## config.mk

```make
export PLATFORM = sky130hd
export DESIGN_NAME = batt_guard
export DESIGN_NICKNAME = d
export VERILOG_FILES = /design/src/rtl/bg_pkg.sv /design/src/rtl/bg_tick_gen.sv /design/src/rtl/bg_cell_scan.sv /design/src/rtl/bg_qual.sv /design/src/rtl/bg_pulse.sv /design/src/rtl/batt_guard.sv
export SDC_FILE = /design/constraint.sdc
export NUM_CORES = 1
export LEC_CHECK = 0
export CAP_MARGIN = 40
export CORE_AREA = 2 2 73 75
export CTS_BUF_LIST = sky130_fd_sc_hd__clkbuf_4 sky130_fd_sc_hd__clkbuf_8 sky130_fd_sc_hd__clkbuf_16
export CTS_CLUSTER_DIAMETER = 40
export DETAILED_ROUTE_END_ITERATION = 16
export DIE_AREA = 0 0 75 77
export DONT_BUFFER_PORTS = 1
export PLACE_DENSITY = 0.82
export SLEW_MARGIN = 10
export SYNTH_ARGS = -nofsm -noshare
export SYNTH_HDL_FRONTEND = slang
export SYNTH_SLANG_ARGS = --single-unit
```

## constraint.sdc

```tcl
create_clock -name clk -period 3.3 [get_ports clk]
set_input_delay 0.495 -clock clk [delete_from_list [all_inputs] [get_ports clk]]
set_output_delay 0.495 -clock clk [all_outputs]
set_load 0.03 [all_outputs]
```

## src/rtl/bg_pkg.sv

```systemverilog
package bg_pkg;

    typedef enum logic [2:0] {
        ST_INIT    = 3'd0,
        ST_NORMAL  = 3'd1,
        ST_OVCH    = 3'd2,
        ST_SLEEP   = 3'd3,
        ST_RECOVER = 3'd4
    } bg_state_e;

    // Aggregate result of one scan over the active cells
    typedef struct packed {
        logic any_ov;      // some cell above charge-cut
        logic all_ov_rel;  // every cell below charge-release
        logic any_uv;      // some cell below discharge-cut
        logic all_uv_rel;  // every cell above discharge-release
    } scan_flags_t;

    localparam scan_flags_t SCAN_INIT = '{any_ov: 1'b0, all_ov_rel: 1'b1,
                                          any_uv: 1'b0, all_uv_rel: 1'b1};

endpackage

```

## src/rtl/bg_tick_gen.sv

```systemverilog
module bg_tick_gen #(
    parameter int DIV = 425000
) (
    input  logic clk,
    input  logic rst_n,
    output logic tick_o
);
    localparam int CW = (DIV > 1) ? $clog2(DIV) : 1;

    logic [CW-1:0] cnt_d, cnt_q;

    always_comb begin
        tick_o = (cnt_q == CW'(DIV - 1));
        cnt_d  = tick_o ? '0 : cnt_q + 1'b1;
    end

    always_ff @(posedge clk or negedge rst_n) begin
        if (!rst_n) cnt_q <= '0;
        else        cnt_q <= cnt_d;
    end
endmodule

```

## src/rtl/bg_cell_scan.sv

```systemverilog
module bg_cell_scan
    import bg_pkg::*;
#(
    parameter int MAX_CELLS = 4
) (
    input  logic                 clk,
    input  logic                 rst_n,
    input  logic                 tick_i,
    input  logic                 three_cell_i,
    input  logic [MAX_CELLS-1:0] ov_trip_i,
    input  logic [MAX_CELLS-1:0] ov_rel_i,
    input  logic [MAX_CELLS-1:0] uv_trip_i,
    input  logic [MAX_CELLS-1:0] uv_rel_i,
    output logic                 scan_done_o,
    output scan_flags_t          scan_res_o
);
    localparam int IW = (MAX_CELLS > 1) ? $clog2(MAX_CELLS) : 1;
    localparam logic [IW-1:0] LAST_FULL  = IW'(MAX_CELLS - 1);
    localparam logic [IW-1:0] LAST_SHORT = IW'(MAX_CELLS - 2);

    typedef struct packed {
        logic [IW-1:0] idx;
        scan_flags_t   acc;
    } scan_reg_t;

    scan_reg_t   r_d, r_q;
    logic [IW-1:0] last_idx;
    scan_flags_t cur;

    always_comb begin
        last_idx = three_cell_i ? LAST_SHORT : LAST_FULL;
        cur.any_ov     = r_q.acc.any_ov     | ov_trip_i[r_q.idx];
        cur.all_ov_rel = r_q.acc.all_ov_rel & ov_rel_i[r_q.idx];
        cur.any_uv     = r_q.acc.any_uv     | uv_trip_i[r_q.idx];
        cur.all_uv_rel = r_q.acc.all_uv_rel & uv_rel_i[r_q.idx];

        r_d         = r_q;
        scan_done_o = 1'b0;
        scan_res_o  = cur;
        if (tick_i) begin
            if (r_q.idx >= last_idx) begin
                scan_done_o = 1'b1;
                r_d.idx     = '0;
                r_d.acc     = SCAN_INIT;
            end else begin
                r_d.idx = r_q.idx + 1'b1;
                r_d.acc = cur;
            end
        end
    end

    always_ff @(posedge clk or negedge rst_n) begin
        if (!rst_n) r_q <= '{idx: '0, acc: SCAN_INIT};
        else        r_q <= r_d;
    end

    // in three-cell mode the scan closes on the third cell
    assert_three_cell_wrap_R1: assert property (@(posedge clk) disable iff (!rst_n)
        (tick_i && three_cell_i && r_q.idx == LAST_SHORT) |-> scan_done_o);
endmodule

```

## src/rtl/bg_qual.sv

```systemverilog
module bg_qual #(
    parameter int QUAL = 2
) (
    input  logic clk,
    input  logic rst_n,
    input  logic sample_i,
    input  logic fail_i,
    input  logic clr_i,
    output logic trip_o
);
    localparam int CW = $clog2(QUAL + 1);

    logic [CW-1:0] cnt_d, cnt_q;

    always_comb begin
        trip_o = sample_i && fail_i && !clr_i && ((32'(cnt_q) + 1) >= QUAL);
        cnt_d  = cnt_q;
        if (clr_i)
            cnt_d = '0;
        else if (sample_i)
            cnt_d = !fail_i ? '0 : (cnt_q == CW'(QUAL)) ? cnt_q : cnt_q + 1'b1;
    end

    always_ff @(posedge clk or negedge rst_n) begin
        if (!rst_n) cnt_q <= '0;
        else        cnt_q <= cnt_d;
    end

    // a passing scan wipes the persistence count
    assert_clear_on_pass_R4: assert property (@(posedge clk) disable iff (!rst_n)
        (sample_i && !fail_i && !clr_i) |=> (cnt_q == '0));
endmodule

```

## src/rtl/bg_pulse.sv

```systemverilog
module bg_pulse #(
    parameter int ON_CYC  = 1400000,
    parameter int OFF_CYC = 2000000
) (
    input  logic clk,
    input  logic rst_n,
    input  logic active_i,
    output logic phase_o
);
    localparam int PERIOD = ON_CYC + OFF_CYC;
    localparam int CW     = $clog2(PERIOD);

    logic [CW-1:0] cnt_d, cnt_q;

    always_comb begin
        phase_o = active_i && (cnt_q < CW'(ON_CYC));
        if (!active_i)                    cnt_d = '0;
        else if (cnt_q == CW'(PERIOD - 1)) cnt_d = '0;
        else                              cnt_d = cnt_q + 1'b1;
    end

    always_ff @(posedge clk or negedge rst_n) begin
        if (!rst_n) cnt_q <= '0;
        else        cnt_q <= cnt_d;
    end

    // every recovery episode opens with the on phase
    assert_phase_starts_on_R10: assert property (@(posedge clk) disable iff (!rst_n)
        $rose(active_i) |-> phase_o);
endmodule

```

## src/rtl/batt_guard.sv

```systemverilog
module batt_guard
    import bg_pkg::*;
#(
    parameter int MAX_CELLS     = 4,
    parameter int TICK_DIV      = 425000,
    parameter int QUAL_SCANS    = 2,
    parameter int PULSE_ON_CYC  = 1400000,
    parameter int PULSE_OFF_CYC = 2000000
) (
    input  logic                 clk,
    input  logic                 rst_n,
    input  logic                 cell3_mode_i,
    input  logic                 chg_en_i,
    input  logic                 wake_i,
    input  logic                 dsg_sense_i,
    input  logic [MAX_CELLS-1:0] ov_trip_i,
    input  logic [MAX_CELLS-1:0] ov_rel_i,
    input  logic [MAX_CELLS-1:0] uv_trip_i,
    input  logic [MAX_CELLS-1:0] uv_rel_i,
    output logic                 chg_on_o,
    output logic                 dsg_on_o,
    output logic                 sleep_o
);
    localparam int NCOND  = 2;
    localparam int C_OV   = 0;
    localparam int C_UV   = 1;

    typedef struct packed {
        bg_state_e st;
    } top_reg_t;

    top_reg_t    r_d, r_q;
    logic        tick, scan_done, phase;
    scan_flags_t scan_res;
    logic [NCOND-1:0] cond_fail, cond_clr, cond_trip;

    bg_tick_gen #(.DIV(TICK_DIV)) u_tick (
        .clk(clk), .rst_n(rst_n), .tick_o(tick)
    );

    bg_cell_scan #(.MAX_CELLS(MAX_CELLS)) u_scan (
        .clk(clk), .rst_n(rst_n), .tick_i(tick), .three_cell_i(cell3_mode_i),
        .ov_trip_i(ov_trip_i), .ov_rel_i(ov_rel_i),
        .uv_trip_i(uv_trip_i), .uv_rel_i(uv_rel_i),
        .scan_done_o(scan_done), .scan_res_o(scan_res)
    );

    always_comb begin
        cond_fail[C_OV] = scan_res.any_ov;
        cond_fail[C_UV] = scan_res.any_uv;
        cond_clr[C_OV]  = !(r_q.st == ST_INIT || r_q.st == ST_NORMAL);
        cond_clr[C_UV]  = !(r_q.st == ST_INIT || r_q.st == ST_NORMAL ||
                            r_q.st == ST_OVCH);
    end

    for (genvar g = 0; g < NCOND; g++) begin : g_qual
        bg_qual #(.QUAL(QUAL_SCANS)) u_qual (
            .clk(clk), .rst_n(rst_n), .sample_i(scan_done),
            .fail_i(cond_fail[g]), .clr_i(cond_clr[g]), .trip_o(cond_trip[g])
        );
    end

    bg_pulse #(.ON_CYC(PULSE_ON_CYC), .OFF_CYC(PULSE_OFF_CYC)) u_pulse (
        .clk(clk), .rst_n(rst_n), .active_i(r_q.st == ST_RECOVER), .phase_o(phase)
    );

    always_comb begin
        r_d = r_q;
        unique case (r_q.st)
            ST_INIT: begin
                if (scan_done)
                    r_d.st = cond_trip[C_UV] ? ST_SLEEP :
                             cond_trip[C_OV] ? ST_OVCH  : ST_NORMAL;
            end
            ST_NORMAL: begin
                if (cond_trip[C_UV])      r_d.st = ST_SLEEP;
                else if (cond_trip[C_OV]) r_d.st = ST_OVCH;
            end
            ST_OVCH: begin
                if (cond_trip[C_UV])                         r_d.st = ST_SLEEP;
                else if (scan_done && scan_res.all_ov_rel)   r_d.st = ST_NORMAL;
            end
            ST_SLEEP: begin
                if (wake_i) r_d.st = ST_RECOVER;
            end
            ST_RECOVER: begin
                if (scan_done && scan_res.all_uv_rel) r_d.st = ST_NORMAL;
            end
            default: r_d.st = ST_INIT;
        endcase
    end

    always_ff @(posedge clk or negedge rst_n) begin
        if (!rst_n) r_q <= '{st: ST_INIT};
        else        r_q <= r_d;
    end

    always_comb begin
        chg_on_o = chg_en_i && ((r_q.st == ST_NORMAL) ||
                                (r_q.st == ST_OVCH && dsg_sense_i) ||
                                (r_q.st == ST_RECOVER && phase));
        dsg_on_o = (r_q.st == ST_NORMAL) || (r_q.st == ST_OVCH);
        sleep_o  = (r_q.st == ST_SLEEP) || (r_q.st == ST_RECOVER);
    end

    // the power-up state is held until a scan completes
    assert_init_until_scan_R2: assert property (@(posedge clk) disable iff (!rst_n)
        (r_q.st == ST_INIT && !scan_done) |=> (r_q.st == ST_INIT));

    // overcharge is entered only at a scan boundary
    assert_ov_at_scan_R3: assert property (@(posedge clk) disable iff (!rst_n)
        $rose(r_q.st == ST_OVCH) |-> $past(scan_done));

    // sleep persists without a wakeup
    assert_sleep_needs_wake_R9: assert property (@(posedge clk) disable iff (!rst_n)
        (r_q.st == ST_SLEEP && !wake_i) |=> (r_q.st == ST_SLEEP));

    // recovery ends only on a scan with every cell above release
    assert_recover_exit_R11: assert property (@(posedge clk) disable iff (!rst_n)
        $fell(r_q.st == ST_RECOVER) |-> $past(scan_done && scan_res.all_uv_rel));
endmodule

```

Word level (Yosys, flattened, before mapping)
Index checks and enable logic that the tools add are counted.

cells by class
  add/sub/neg operators = 7
  reduce and logical (&&, ||, !) cells = 22
  bitwise gates (word level) = 4
  magnitude comparators = 5
  mux-type cells = 33
  equality and inequality tests = 17

operators by type and width
  kind                                                                             count
  32-bit by 2-bit >= comparator with 1-bit output (second input constant)          2
  22-bit two-way mux                                                               2
  22-bit by 1-bit adder with 22-bit output (second input constant)                 1
  22-bit == test (second input constant)                                           1
  22-bit by 21-bit less-than comparator with 1-bit output (second input constant)  1
  3-bit two-way mux                                                                7
  2-bit two-way mux                                                                10
  19-bit by 1-bit adder with 19-bit output (second input constant)                 1
  19-bit == test (second input constant)                                           1
  19-bit two-way mux                                                               1
  3-bit one-hot mux with 5 select lines                                            1
  1-bit logical AND                                                                12
  1-bit binary-select mux with 2-bit select                                        4
  1-bit two-way mux                                                                7
  2-bit by 1-bit adder with 2-bit output (second input constant)                   3
  2-bit by 1-bit adder with 3-bit output (second input constant)                   2
  3-bit by 2-bit == test with 1-bit output (second input constant)                 2
  1-bit logical OR                                                                 6
  6-bit two-way mux                                                                1
  2-bit by 1-bit != test with 1-bit output (second input constant)                 3
  3-bit != test (second input constant)                                            2
  5-bit AND reduction                                                              1
  2-bit == test (second input constant)                                            2
  2-bit != test (second input constant)                                            2
  other kinds (10)                                                                 13

storage, ports and cells
  bits of input ports = 22
  output and inout bits = 3
  word-level logic and storage cells = 98
  bits in registers = 54

Depth between registers and ports, before layout
  depth in word-level cells = 11
  gate-level depth with buffers = 9
  depth with buffers taken out = 7

By module
A second synthesis with hierarchy kept.

second synthesis, totals
  cells, all modules = 315
  area, all modules = 3089.2 um^2

by module, submodules not included
  module        times used  seq. area each (um^2)  cells each  area an instance (um^2)
  bg_pulse      1           550.5                  125         1174.9
  bg_tick_gen   1           475.5                  92          954.7
  bg_cell_scan  1           152.6                  33          391.6
  batt_guard    1           75.1                   35          287.8
  bg_qual       2           50.0                   15          140.1

Worst setup path after synthesis
OpenSTA, ideal clock, no wires.

  kind = register to output
  start point = register r_q[0] (netlist bit)
  end point = output port chg_on_o
  cell stages (with the launch flop) = 6
  arrival time = 2139 ps
  path slack = 666 ps
  cells stage by stage = dfrtp_1 -> clkbuf_1 -> nor2_1 -> and2_1 -> nand4b_1 -> o311ai_0

on the way
  longest elaborated chain between the ends = 5

RTL lines
  what                                                                              RTL line                                                RTL
  from (decl)                                                                       batt_guard.sv:32                                        top_reg_t r_d, r_q;
  from (signal assigned)                                                            batt_guard.sv:94                                        if (!rst_n) r_q <= '{st: ST_INIT};
  from (signal assigned)                                                            batt_guard.sv:95                                        else r_q <= r_d;
  3-bit by 2-bit == test with 1-bit output / 3-bit == test (equally long branches)  batt_guard.sv:100, batt_guard.sv:64, batt_guard.sv:101
  1-bit logical AND (on tied branches)                                              batt_guard.sv:100, bg_pulse.sv:16
  1-bit logical OR / 1-bit logical AND (equally long branches)                      batt_guard.sv:99, batt_guard.sv:101
  1-bit logical OR *                                                                batt_guard.sv:100                                       (r_q.st == ST_OVCH && dsg_sense_i) ||
  1-bit logical AND *                                                               batt_guard.sv:99                                        chg_on_o = chg_en_i && ((r_q.st == ST_NORMAL) ||
  to (decl)                                                                         batt_guard.sv:20                                        output logic chg_on_o,

Every way passes the cells marked *; elsewhere a longest branch is shown, timed or not.

Final worst setup path
  start point = register r_q[1] (netlist bit)
  end point = output port chg_on_o

The elaborated chain is that of the path after synthesis.

==> results list <==
* CP Data Arrival Time: 1.84 ns
* Cell type with the highest aggregate area in the netlist: sky130_fd_sc_hd__dfrtp_1
* Ordered list of cells on the worst path: nor2_1 -> and2_1 -> nand4b_1 -> o311ai_1 -> buf_4
- Of the cells placed in the final design, the portion with a size suffix greater than 1 is 0.0675.
- Insertion delay of the later-clocked pin in the worst-skew pair: around 0.31 ns
- Top achievable clock speed: around 0.43 GHz
- The initial utilization of the core area, before any placement, comes to 0.597.
- Total number of nets in the final design: 339
- The worst register-to-register path begins at u_tick.cnt_q[0]$_DFF_PN0_.
- In the synthesized netlist the async set-or-reset flop fraction comes to 1.00.
* Global Route Usage Sum: 0.208
- Maximum number of pins on one net before global-route repair: 53
- During placement, the flow inserted port buffers numbering 0.
- Remaining max-slew budget at the tightest pin: 0.373
- Class of the worst hold path: input pin to asynchronous set/reset pin
* TritonCTS buffer count: 5
* Synth Area per Inst: 9.62 um^2
* Largest fanout of any net on the critical path: 10
- The flow ran to the end, and the final reports show no timing, DRC or antenna violations.
* Antenna viol nets, final: 0
* Simple-gate area share of the yosys netlist: 0.252
- In this run, synthesis inferred 0 flip-flops with an integrated enable.
- TritonCTS built the clock tree.
* Area of the mapped netlist: about 0.0030 mm^2
* Via-per-instance ratio: 5.72
- Non-filler instance count after layout: 381
- RSZ-0062 raised after global routing: no
* Least-Margin Pin Slew: 0.937 ns
* Sink Count: 54
- Crit path launch: r_q[1]$_DFFE_PN0P_
- The max-slew violation count was 0.
* Part of the total power dissipated in combinational logic: 0.047
* Cell leakage power: 1.32 nW
- Ranked by total cell area, the synthesized netlist is headed by sky130_fd_sc_hd__dfrtp_1, sky130_fd_sc_hd__nor2_1, sky130_fd_sc_hd__xor2_1.
* Area of the die: 0.00578 mm^2
- Worst setup SP type: register
* Net Switching: about 0.25 mW
* Number of antenna violations at the first check in global routing: 0
* Portion of total power attributed to the clock network: 0.391
- The slowest stage of the critical path is the sky130_fd_sc_hd__dfrtp_1 cell.
- R2R depth: 6
- Routability-driven placement finished with a final weighted congestion of 0.824.
- Synthesis Warnings: 0
* Net count after synthesis: 338
- After clock tree synthesis, the flow added hold-fix buffers numbering 1.
* Maximum clock skew at final layout: between 0.01 and 0.015 ns
* R2r endpoint: u_scan.r_q[4]$_DFFE_PN0N_
* Setup tns final: 0 ns
- Drt drc: 0
- Proportion of power drawn by flip-flops and latches: 0.563
- The setup path with the least slack is of type register to primary output.
* Via count of the first global-routing pass: 2079
- Synthesis produced a little over 300 cells.
- Worst voltage drop across the vdd grid: 245 uV
- The die is 75 um wide.
- In the final routed layout, each cell accounts on average for 14.0 um.
* Wire length of the first global-routing pass: 9380 um
- Across all layers, the routed design uses approximately 2200 vias.
* # IOs: 25
- Counting along the longest clock path gives a buffer depth of 2.
- In this design, the stage delay of the slowest critical-path cell is 0.50 ns.
- Cell Count Post-Placement: 371
- Clock-pin slew was measured on the worst setup and hold paths at 0.09 ns.
- Fill cells in the final layout number a little over 400.
- Adder-Cell Fraction of Synth Area: 0.0295
- Post-layout minimum cycle time: 2.33 ns
- Compound-gate portion of the synthesized area: 0.0771
- Summed over all layers, the global routing overflow is 0.
- Internal power of the cells: 0.941 mW
- By area, the combinational part of the netlist is dominated by simple AND/OR/NAND/NOR gates.
- Max H-tree Level: 2
- Of the total synthesized cell area, the portion taken by XOR and XNOR cells is 0.115.
* Diode insertion count for antenna repair: 0
- Final setup violation count: 0
- The worst setup path is captured at a primary output.
- Synth-to-layout area growth: 6.69%
- The share of synthesized area in the top cell type comes to 0.438.
- Flip-flop cell with the highest count after synthesis: sky130_fd_sc_hd__dfrtp_1
* Final worst path period share: 0.706
* Number of optimization iterations in the first detailed-route pass: 4
- Of the synthesized area, sequential elements account for 0.456.
* Flop and latch count out of synthesis: 54
- Number of placement rows: 26
* Power per standard cell area: 375 mW/mm^2
- Switching part of the total power: 0.210
* Slack of the worst reg-to-reg path: around 1.1 ns
* Maximum Capacitance Violations: 0
* Area of the core: about 0.005 mm^2
* DP HPWL: 3700 um
* Final core utilization: 0.637
- Most common cell in the netlist: sky130_fd_sc_hd__dfrtp_1
- The count of endpoints failing hold in the final timing report was 0.
* Resized Gates After CTS: 0
* Number of DRC markers in iteration 0: 148
* Detailed Route WL: 5320 um
- Root buf cell: sky130_fd_sc_hd__clkbuf_8
- Ranked by instance count, the synthesized netlist is headed by sky130_fd_sc_hd__dfrtp_1, sky130_fd_sc_hd__nor2_1, sky130_fd_sc_hd__nand2_1.
* Required time reported for the critical path endpoint: about 2.8 ns
- Once the clock tree was built, the setup fixing pass inserted 0 buffers.
- Power comes to 1.19 mW.
- Mux share of post-synthesis cell area: 0.0295
* Chip Height: 77 um
* Count of cell types in the netlist: 51
## metal layers
layer | routed length (um) | GRT usage | vias to the layer above | share of wire
met5 | 0 | 0 | - | 0
met4 | 84 | 0.0839 | 0 | 0.016
met3 | 190 | 0.0434 | 6 | 0.036
met2 | 2600 | 0.312 | 43 | 0.49
met1 | 2440 | 0.290 | 1056 | 0.46
li1 | - | - | 1073 | -
## flip-flops by register name (all words and copies together) (netlist names)
name	flops
g_qual.u_qual.cnt_q	4
r_q	3
u_tick.cnt_q	19
u_pulse.cnt_q	22
u_scan.r_q	6
## worst max-delay path, delay by kind of cell (launching register included)
| kind | cells | cell delay (ns) |
|---|---|---|
| AOI/OAI and AO/OA | 1 | 0.28 |
| DFF | 1 | 0.50 |
| and+or+nand+nor | 3 | 0.54 |
| buffers and inverters | 1 | 0.20 |
## stage by stage
step           instance area (um^2)  hold slack (ns)  setup slack (ns)
6_report                       3170          0.00772             0.969
5_1_grt                        3170           0.0340             0.822
4_1_cts                        3160          0.00318             0.948
3_5_place_dp                   3010            0.201              1.05
3_3_place_gp                   3010            0.201              1.11
2_1_floorplan                  2970            0.199             0.666
## final cells by class
type / count / area, um^2 / share of cell area
well taps: 70 / 87.6 / 0.0276
multi-input cells: 230 / 1500 / 0.473
flip-flops and latches: 54 / 1350 / 0.427
clock inverters: 1 / 30.0 / 0.00947
inverters: 15 / 56.3 / 0.0178
clock buffers: 7 / 90.1 / 0.0284
repair buffers: 4 / 52.6 / 0.0166
## power groups by stage
stage | clock, mW | sequential, mW | combinational [mW]
detailed placement | 0 | 0.683 | 0.0389
global placement | 0 | 0.683 | 0.0386
floorplan | 0 | 0.677 | 0.0380
global route | 0.501 | 0.671 | 0.0638
CTS | 0.476 | 0.670 | 0.0553
finish | 0.465 | 0.670 | 0.0555
## how the worst max path moves through the flow
stage	to	slack [ns]
detailed placement	u_scan.r_q[4]$_DFFE_PN0N_	1.05
global placement	r_q[2]$_DFFE_PN0P_	1.11
CTS	chg_on_o	0.95
floorplan	chg_on_o	0.67
finish	chg_on_o	0.97
global route	chg_on_o	0.82
## cell usage in the layout (no fill, tap or decap), drive strengths merged, types with 2 or more instances in the layout
master  Yosys  final
a21o        2      2
a21oi       6      6
and2        2      2
and3        5      5
and4        3      3
buf         4      3
clkbuf      6      7
dfrtp      52     52
dfstp       2      2
ha          7      7
inv        15     15
mux2i       2      2
mux4        3      3
nand2      21     21
nand3      15     15
nand3b      2      2
nand4      11     11
nor2       50     50
nor2b       6      6
nor3       12     12
nor4        6      6
nor4b       2      2
o211a       2      2
o21a        2      2
o21ai       7      7
o311ai      2      2
o31ai       3      3
or3         3      3
or4         3      3
xnor2      19     19
xor2       20     20
## cells by family after synthesis
logic type      Yosys count
mux                       5
xor+xnor                 39
compound gates           33
buf+inv                  25
flops                    54
simple gates            146
fa+ha+maj                 7
No activity file was read; power rests on OpenSTA's default activity.
